--- config.mk ---
export PLATFORM = sky130hd
export DESIGN_NAME = qenc_counter
export DESIGN_NICKNAME = d
export VERILOG_FILES = /design/src/rtl/qenc_pkg.sv /design/src/rtl/qenc_decode.sv /design/src/rtl/qenc_prescale.sv /design/src/rtl/qenc_core.sv /design/src/rtl/qenc_counter.sv
export SDC_FILE = /design/constraint.sdc
export NUM_CORES = 1
export LEC_CHECK = 0
export BUFFER_PORTS_ARGS = -buffer_cell sky130_fd_sc_hd__buf_2
export CAP_MARGIN = 20
export CORE_MARGIN = 2
export CORE_UTILIZATION = 50
export DETAILED_ROUTE_END_ITERATION = 12
export GPL_TIMING_DRIVEN = 0
export PLACE_DENSITY = 0.8
export SKIP_LAST_GASP = 1
export SLEW_MARGIN = 10
export SYNTH_ARGS = -nofsm -noshare
export SYNTH_HDL_FRONTEND = slang
export SYNTH_HIERARCHICAL = 1
export SYNTH_SLANG_ARGS = --single-unit
--- constraint.sdc ---
create_clock -name clk -period 2.6 [get_ports clk]
set_input_delay 0.52 -clock clk [delete_from_list [all_inputs] [get_ports clk]]
set_output_delay 0.52 -clock clk [all_outputs]
set_load 0.005 [all_outputs]
--- src/rtl/qenc_pkg.sv ---
package qenc_pkg;
  localparam int MODE_W = 3;

  localparam logic [MODE_W-1:0] QM_INC = 3'd0;
  localparam logic [MODE_W-1:0] QM_X2A = 3'd1;
  localparam logic [MODE_W-1:0] QM_X2B = 3'd2;
  localparam logic [MODE_W-1:0] QM_X4  = 3'd3;

  localparam int REG_CTRL   = 0;
  localparam int REG_MODE   = 1;
  localparam int REG_COUNT  = 2;
  localparam int REG_CEIL   = 3;
  localparam int REG_PSC    = 4;
  localparam int REG_STATUS = 5;

  localparam int CTRL_EN_BIT  = 0;
  localparam int CTRL_DIR_BIT = 1;
  localparam int CTRL_UG_BIT  = 2;
  localparam int STAT_UPD_BIT = 0;
endpackage

--- src/rtl/qenc_decode.sv ---
module qenc_decode
  import qenc_pkg::*;
(
  input  logic              clk,
  input  logic              rst,
  input  logic              enc_a_i,
  input  logic              enc_b_i,
  input  logic [MODE_W-1:0] mode_i,
  input  logic              en_i,
  output logic              step_o,
  output logic              up_o
);
  logic a_q, b_q;
  logic a_chg, b_chg, a_up, b_up;

  // Previous levels simply track the inputs; during reset they load the
  // current level so release never produces a false edge.
  always_ff @(posedge clk) begin
    a_q <= enc_a_i;
    b_q <= enc_b_i;
  end

  always_comb begin
    a_chg  = a_q ^ enc_a_i;
    b_chg  = b_q ^ enc_b_i;
    a_up   = enc_a_i ^ enc_b_i;
    b_up   = ~(enc_a_i ^ enc_b_i);
    step_o = 1'b0;
    up_o   = 1'b1;
    case (mode_i)
      QM_INC: begin
        step_o = en_i;
        up_o   = 1'b1;
      end
      QM_X2A: begin
        step_o = en_i & a_chg & ~b_chg;
        up_o   = a_up;
      end
      QM_X2B: begin
        step_o = en_i & b_chg & ~a_chg;
        up_o   = b_up;
      end
      QM_X4: begin
        step_o = en_i & (a_chg ^ b_chg);
        up_o   = a_chg ? a_up : b_up;
      end
      default: begin
        step_o = 1'b0;
        up_o   = 1'b1;
      end
    endcase
  end

  assert_invalid_mode_idle_R2: assert property (@(posedge clk) disable iff (rst)
    (mode_i > QM_X4) |-> !step_o);

  assert_x2a_ignores_b_R4: assert property (@(posedge clk) disable iff (rst)
    (mode_i == QM_X2A && a_q == enc_a_i) |-> !step_o);

  assert_x2b_ignores_a_R5: assert property (@(posedge clk) disable iff (rst)
    (mode_i == QM_X2B && b_q == enc_b_i) |-> !step_o);

  assert_x4_double_change_R6: assert property (@(posedge clk) disable iff (rst)
    (mode_i == QM_X4 && a_q != enc_a_i && b_q != enc_b_i) |-> !step_o);
endmodule

--- src/rtl/qenc_prescale.sv ---
module qenc_prescale #(
  parameter int PSC_W = 16
) (
  input  logic             clk,
  input  logic             rst,
  input  logic             clr_i,
  input  logic             tick_i,
  input  logic [PSC_W-1:0] psc_i,
  output logic             tick_o
);
  logic [PSC_W-1:0] div_q;
  logic             hit;

  // ">=" keeps the divider bounded if a smaller value becomes active mid-run.
  assign hit    = (div_q >= psc_i);
  assign tick_o = tick_i & hit;

  always_ff @(posedge clk) begin
    if (rst || clr_i) begin
      div_q <= '0;
    end else if (tick_i) begin
      div_q <= hit ? '0 : div_q + PSC_W'(1);
    end
  end

  assert_div_advance_R7: assert property (@(posedge clk) disable iff (rst)
    (tick_i && !tick_o && !clr_i) |=> (div_q != '0));

  assert_idle_div_hold_R7: assert property (@(posedge clk) disable iff (rst)
    (!tick_i && !clr_i) |=> $stable(div_q));
endmodule

--- src/rtl/qenc_core.sv ---
module qenc_core #(
  parameter int CNT_W = 16
) (
  input  logic             clk,
  input  logic             rst,
  input  logic             step_i,
  input  logic             up_i,
  input  logic [CNT_W-1:0] ceil_i,
  input  logic             cnt_we_i,
  input  logic [CNT_W-1:0] cnt_wd_i,
  input  logic             flag_clr_i,
  output logic [CNT_W-1:0] count_o,
  output logic             dir_o,
  output logic             flag_o,
  output logic             wrap_o
);
  logic [CNT_W-1:0] count_q, count_d;
  logic             dir_q, flag_q;
  logic             at_top, at_bot, wrap;

  always_comb begin
    at_top  = (count_q >= ceil_i);
    at_bot  = (count_q == '0);
    wrap    = step_i && !cnt_we_i && (up_i ? at_top : at_bot);
    count_d = count_q;
    if (cnt_we_i) begin
      count_d = cnt_wd_i;
    end else if (step_i) begin
      if (up_i) count_d = at_top ? '0 : count_q + CNT_W'(1);
      else      count_d = at_bot ? ceil_i : count_q - CNT_W'(1);
    end
  end

  always_ff @(posedge clk) begin
    if (rst) begin
      count_q <= '0;
      dir_q   <= 1'b0;
      flag_q  <= 1'b0;
    end else begin
      count_q <= count_d;
      if (step_i) dir_q <= ~up_i;
      if (wrap)            flag_q <= 1'b1;
      else if (flag_clr_i) flag_q <= 1'b0;
    end
  end

  assign count_o = count_q;
  assign dir_o   = dir_q;
  assign flag_o  = flag_q;
  assign wrap_o  = wrap;

  assert_up_wrap_R8: assert property (@(posedge clk) disable iff (rst)
    (step_i && up_i && !cnt_we_i && count_q >= ceil_i) |=> (count_q == '0));

  assert_down_wrap_R8: assert property (@(posedge clk) disable iff (rst)
    (step_i && !up_i && !cnt_we_i && count_q == '0) |=> (count_q == $past(ceil_i)));

  assert_wrap_flag_R8: assert property (@(posedge clk) disable iff (rst)
    (step_i && up_i && !cnt_we_i && count_q >= ceil_i) |=> flag_q);

  assert_dir_follows_step_R10: assert property (@(posedge clk) disable iff (rst)
    step_i |=> (dir_q == !$past(up_i)));

  assert_hold_no_step_R12: assert property (@(posedge clk) disable iff (rst)
    (!step_i && !cnt_we_i) |=> $stable(count_q));
endmodule

--- src/rtl/qenc_counter.sv ---
module qenc_counter
  import qenc_pkg::*;
#(
  parameter int CNT_W  = 16,
  parameter int PSC_W  = 16,
  parameter int DATA_W = 32,
  parameter int ADDR_W = 3
) (
  input  logic              clk,
  input  logic              rst,
  input  logic              enc_a_i,
  input  logic              enc_b_i,
  input  logic              wr_en_i,
  input  logic [ADDR_W-1:0] wr_addr_i,
  input  logic [DATA_W-1:0] wr_data_i,
  input  logic              rd_en_i,
  input  logic [ADDR_W-1:0] rd_addr_i,
  output logic [DATA_W-1:0] rd_data_o,
  output logic [CNT_W-1:0]  count_o,
  output logic              dir_o,
  output logic              update_flag_o
);
  localparam logic [ADDR_W-1:0] A_CTRL   = ADDR_W'(REG_CTRL);
  localparam logic [ADDR_W-1:0] A_MODE   = ADDR_W'(REG_MODE);
  localparam logic [ADDR_W-1:0] A_COUNT  = ADDR_W'(REG_COUNT);
  localparam logic [ADDR_W-1:0] A_CEIL   = ADDR_W'(REG_CEIL);
  localparam logic [ADDR_W-1:0] A_PSC    = ADDR_W'(REG_PSC);
  localparam logic [ADDR_W-1:0] A_STATUS = ADDR_W'(REG_STATUS);

  logic              en_q;
  logic [MODE_W-1:0] mode_pre_q, mode_act_q;
  logic [PSC_W-1:0]  psc_pre_q, psc_act_q;
  logic [CNT_W-1:0]  ceil_q;
  logic [DATA_W-1:0] rd_q, rd_mux;

  logic wr_ctrl, wr_mode, wr_count, wr_ceil, wr_psc, wr_status;
  logic ug, load, flag_clr;
  logic raw_step, raw_up, step;
  logic wrap;
  logic [CNT_W-1:0] count;
  logic dir, flag;
  logic unused_wr_bits;

  assign unused_wr_bits = ^wr_data_i;

  assign wr_ctrl   = wr_en_i && (wr_addr_i == A_CTRL);
  assign wr_mode   = wr_en_i && (wr_addr_i == A_MODE);
  assign wr_count  = wr_en_i && (wr_addr_i == A_COUNT);
  assign wr_ceil   = wr_en_i && (wr_addr_i == A_CEIL);
  assign wr_psc    = wr_en_i && (wr_addr_i == A_PSC);
  assign wr_status = wr_en_i && (wr_addr_i == A_STATUS);

  assign ug       = wr_ctrl && wr_data_i[CTRL_UG_BIT];
  assign load     = ug || wrap;
  assign flag_clr = wr_status && !wr_data_i[STAT_UPD_BIT];

  qenc_decode u_decode (
    .clk     (clk),
    .rst     (rst),
    .enc_a_i (enc_a_i),
    .enc_b_i (enc_b_i),
    .mode_i  (mode_act_q),
    .en_i    (en_q),
    .step_o  (raw_step),
    .up_o    (raw_up)
  );

  qenc_prescale #(.PSC_W(PSC_W)) u_prescale (
    .clk    (clk),
    .rst    (rst),
    .clr_i  (ug),
    .tick_i (raw_step),
    .psc_i  (psc_act_q),
    .tick_o (step)
  );

  qenc_core #(.CNT_W(CNT_W)) u_core (
    .clk        (clk),
    .rst        (rst),
    .step_i     (step),
    .up_i       (raw_up),
    .ceil_i     (ceil_q),
    .cnt_we_i   (wr_count),
    .cnt_wd_i   (wr_data_i[CNT_W-1:0]),
    .flag_clr_i (flag_clr),
    .count_o    (count),
    .dir_o      (dir),
    .flag_o     (flag),
    .wrap_o     (wrap)
  );

  always_comb begin
    rd_mux = '0;
    case (rd_addr_i)
      A_CTRL: begin
        rd_mux[CTRL_EN_BIT]  = en_q;
        rd_mux[CTRL_DIR_BIT] = dir;
      end
      A_MODE:   rd_mux[MODE_W-1:0] = mode_pre_q;
      A_COUNT:  rd_mux[CNT_W-1:0]  = count;
      A_CEIL:   rd_mux[CNT_W-1:0]  = ceil_q;
      A_PSC:    rd_mux[PSC_W-1:0]  = psc_pre_q;
      A_STATUS: rd_mux[STAT_UPD_BIT] = flag;
      default:  rd_mux = '0;
    endcase
  end

  always_ff @(posedge clk) begin
    if (rst) begin
      en_q       <= 1'b0;
      mode_pre_q <= QM_INC;
      mode_act_q <= QM_INC;
      psc_pre_q  <= '0;
      psc_act_q  <= '0;
      ceil_q     <= '1;
      rd_q       <= '0;
    end else begin
      if (wr_ctrl) en_q       <= wr_data_i[CTRL_EN_BIT];
      if (wr_mode) mode_pre_q <= wr_data_i[MODE_W-1:0];
      if (wr_psc)  psc_pre_q  <= wr_data_i[PSC_W-1:0];
      if (wr_ceil) ceil_q     <= wr_data_i[CNT_W-1:0];
      if (load) begin
        mode_act_q <= mode_pre_q;
        psc_act_q  <= psc_pre_q;
      end
      if (rd_en_i) rd_q <= rd_mux;
    end
  end

  assign rd_data_o     = rd_q;
  assign count_o       = count;
  assign dir_o         = dir;
  assign update_flag_o = flag;

  assert_status_one_keeps_R9: assert property (@(posedge clk) disable iff (rst)
    (wr_status && wr_data_i[STAT_UPD_BIT] && update_flag_o) |=> update_flag_o);

  assert_status_zero_clears_R9: assert property (@(posedge clk) disable iff (rst)
    (flag_clr && !wrap) |=> !update_flag_o);

  assert_update_loads_R11: assert property (@(posedge clk) disable iff (rst)
    load |=> (mode_act_q == $past(mode_pre_q) && psc_act_q == $past(psc_pre_q)));

  assert_no_update_holds_R11: assert property (@(posedge clk) disable iff (rst)
    !load |=> ($stable(mode_act_q) && $stable(psc_act_q)));

  assert_count_write_wins_R12: assert property (@(posedge clk) disable iff (rst)
    wr_count |=> (count_o == $past(wr_data_i[CNT_W-1:0])));
endmodule

==> results.yml <==
run_status:
  outcome: "complete, but fails checks"
  violations: "negative setup slack"
timing:
  relSlewSlack_pct: 56.2
  tightest_slew_ps: 657
  min_period_over_period_pct: 103
  finClkSkew_ps: 8.77
  grt_setup_unrepaired: "true"
  finalSetupViolCount: 2
  period_needed_ps: 2680
  finalHoldViolations: 0
  finalWorstSetupSlack_ps: -84.7
  fmax_mhz: 372
  report.final.slew_viol_count: 0
grt:
  gr-total-overflow: 0
  antenna_found_initial: 0
  grt_max_degree: 20
  grt_pass1_vias: 5836
  grt_use_total_pct: 25.7
  grt_first_pass_wirelength_um: 29400
floorplan:
  ios: 94
  fp.dieArea_um2: 14400
  start_util_pct: 51.0
  dieWidth_um: 120
  fp.dieH_um: 120
  num_rows: 42
  coreArea_um2: 13200
pwr:
  pwr-share-seq_pct: 47.1
  ir_drop_v: 0.000337
  clock_power_share_pct: 37.7
  power_density_nw_per_um2: 447
  swShare_pct: 29.1
  p_leak_nw: 3.63
  switching_power_mw: 1.05
  power_mw: 3.60
  intPower_mw: 2.55
  pwr-share-comb_pct: 15.1
setup_path:
  critPathCaptureType: "flop"
  cp_data_required_time_ps: 2860
  worst_ep_arrival_time_ps: 2940
  worst-setup-path-type: "reg -> reg"
  slowest_stage: "a2111oi_4"
  path_max_fanout: 8
  critPathLaunchType: "flop"
  max_stage_delay_ps: 370
  worstPathCellList: "inv_2 -> ha_4 -> nand4_4 -> nor3_4 -> nand3_2 -> a31oi_4 -> buf_6 -> clkinvlp_4 -> a2111oi_4 -> a211oi_2 -> a221oi_2"
placement:
  gp_congestion: 0.963
  io_buffer_count: 60
  place_inst: 1065
  dp_hpwl_um: 13600
  dpl_worst_slack_ps: -1050
yosys:
  yosysWarnings: 6
  synth_top_cell_by_area: "dfxtp_1"
  syn_area_um2: 6730
  ys_seq_area_share_pct: 31.8
  synth_ff_type: "dfxtp_1"
  synth.avg_cell_area_um2: 8.26
  synth_most_common_cell: "nand2_1"
  yosysUniqueCellTypes: 71
  synth_edf_count: 0
  synthTopCellsByCount: "118 x nand2_1, 107 x dfxtp_1, 48 x nor2_1, 46 x inv_1, 42 x nand2b_1"
  netlist_instances: 814
  synth_top_area_share_pct: 31.8
  ys_ff_latch: 107
  synthArstFlopShare_pct: 0
  synth_area_leaders: "dfxtp_1 32%, ha_1 6.7%, nand2_1 6.6%, mux2i_1 4.6%, nand2b_1 3.9%"
routing:
  drt-pass1-iter-count: 7
  drc: 0
  postRouteAntennaNets: 0
  via_per_inst: 5.83
  drt_iter0_drc: 596
  wire_per_inst_um: 17.7
  via_count: 6415
  routed_wl_um: 19500
min_path:
  hold_path_class: "in -> reg"
finish:
  area_delta_synth_final_pct: 19.8
  finalNonFillerCells: 1101
  drive_gt1_share_pct: 22.2
  fin_nets: 1001
  diodes: 0
clock_tree:
  htreeDepth: 3
  clk_pin_slew_ps: 80
  clk_latency_ps: 360
  cts-root-buf: "clkbuf_16"
  clk_path_buf_depth: 2
  cts.sinks: 107
  cts_tree: "yes"
  numCtsBuffers: 9
job:
  maxCapViolCount: 0
## metrics by stage
step | TNS (ps) | util, % | hold slack (ps) | cell area [um^2]
2_1_floorplan | 0 | - | 446 | 6780
3_3_place_gp | -26780 | 55.4 | 436 | 7300
3_5_place_dp | -27620 | 55.4 | 442 | 7300
4_1_cts | 0 | 59.3 | 312 | 7830
5_1_grt | -976 | 61.1 | 306 | 8060
6_report | -96.5 | 61.1 | 314 | 8060
## layer usage
layer / share of wire, % / up-vias / GRT usage, %
met2: 46 / 310 / 40.5
li1: - / 3011 / -
met3: 7.0 / 57 / 4.52
met4: 3.3 / 0 / 11.0
met5: 0 / - / 0
met1: 43 / 3037 / 34.6
## area by class of cell
class	count	area (um^2)
Clock buffer	9	225
Timing Repair Buffer	83	510
Fill cell	1109	5130
Sequential cell	107	2160
Tap cell	176	220
Buffer	64	384
Multi-Input combinational cell	610	4320
Inverter	46	176
Clock inverter	6	62.6
## power by group through the flow
| stage | Sequential, mW | Combinational (mW) | Clock, mW |
|---|---|---|---|
| final | 1.70 | 0.545 | 1.36 |
| after global routing | 1.70 | 0.588 | 1.44 |
| after CTS | 1.70 | 0.516 | 1.37 |
| after floorplan | 1.73 | 0.353 | 0 |
| after global placement | 1.74 | 0.488 | 0 |
| after detailed placement | 1.74 | 0.496 | 0 |
## cell families after synthesis
| kind of cell | count (synthesis) | synth area share (%) |
|---|---|---|
| XOR/XNOR | 42 | 5.47 |
| flip-flops | 107 | 31.8 |
| adder cells (fa/ha/maj) | 36 | 6.70 |
| AO/OA/AOI/OAI | 144 | 14.5 |
| other | 1 | 0.0558 |
| buffers and inverters | 112 | 8.11 |
| AND/OR/NAND/NOR | 327 | 26.3 |
| multiplexers | 45 | 6.96 |
## cells in the final DEF (no fill, tap or decap), types with 15 or more instances in the layout
master      n
o21ai_1    20
nand3b_1   18
buf_4      38
clkbuf_1   18
dfxtp_1    96
nor2_1     48
mux2i_1    30
buf_2      78
nand2b_1   42
xnor2_1    15
o21ai_0    15
conb_1     16
nand4_1    15
nand3_1    20
inv_1      42
ha_1       32
a21oi_1    28
xor2_1     27
nand2_1   115
## worst paths after layout
path / depth (start not counted) / end / start / slack (ps)
max: 11 / u_core/count_o[0]$_SDFFE_PP0P_ / psc_act_q[13]$_SDFFE_PP0P_ / -80
min: 1 / u_decode/a_q$_DFF_P_ / enc_a_i / 310
max reg2reg: 11 / u_core/count_o[0]$_SDFFE_PP0P_ / psc_act_q[13]$_SDFFE_PP0P_ / -80
min reg2reg: 2 / rd_data_o[4]$_SDFFE_PP0P_ / rd_data_o[4]$_SDFFE_PP0P_ / 450
## worst max-delay path: cells and delay by family (launching register included)
family          cells  cell delay, ps
compound gates      4             980
simple gates        3             580
buf+inv             3             390
fa+ha+maj           1             280
flops               1             350
## repair_timing
item,4_1_cts,5_1_grt
gates resized for setup,32,37
setup buffers,9,13
pin swaps,7,15
gates cloned,0,1
endpoints found under the setup margin,37,35
hold buffers,0,0
## registers in the layout (all words and copies together), names as in the netlist
register / cells
ceil_q: 16
en_q: 1
mode_act_q: 3
mode_pre_q: 3
psc_act_q: 16
psc_pre_q: 16
rd_data_o: 16
u_core/count_o: 16
u_core/dir_o: 1
u_core/flag_o: 1
u_decode/a_q: 1
u_decode/b_q: 1
u_prescale/div_q: 16
No activity file was read; power rests on OpenSTA's default activity.
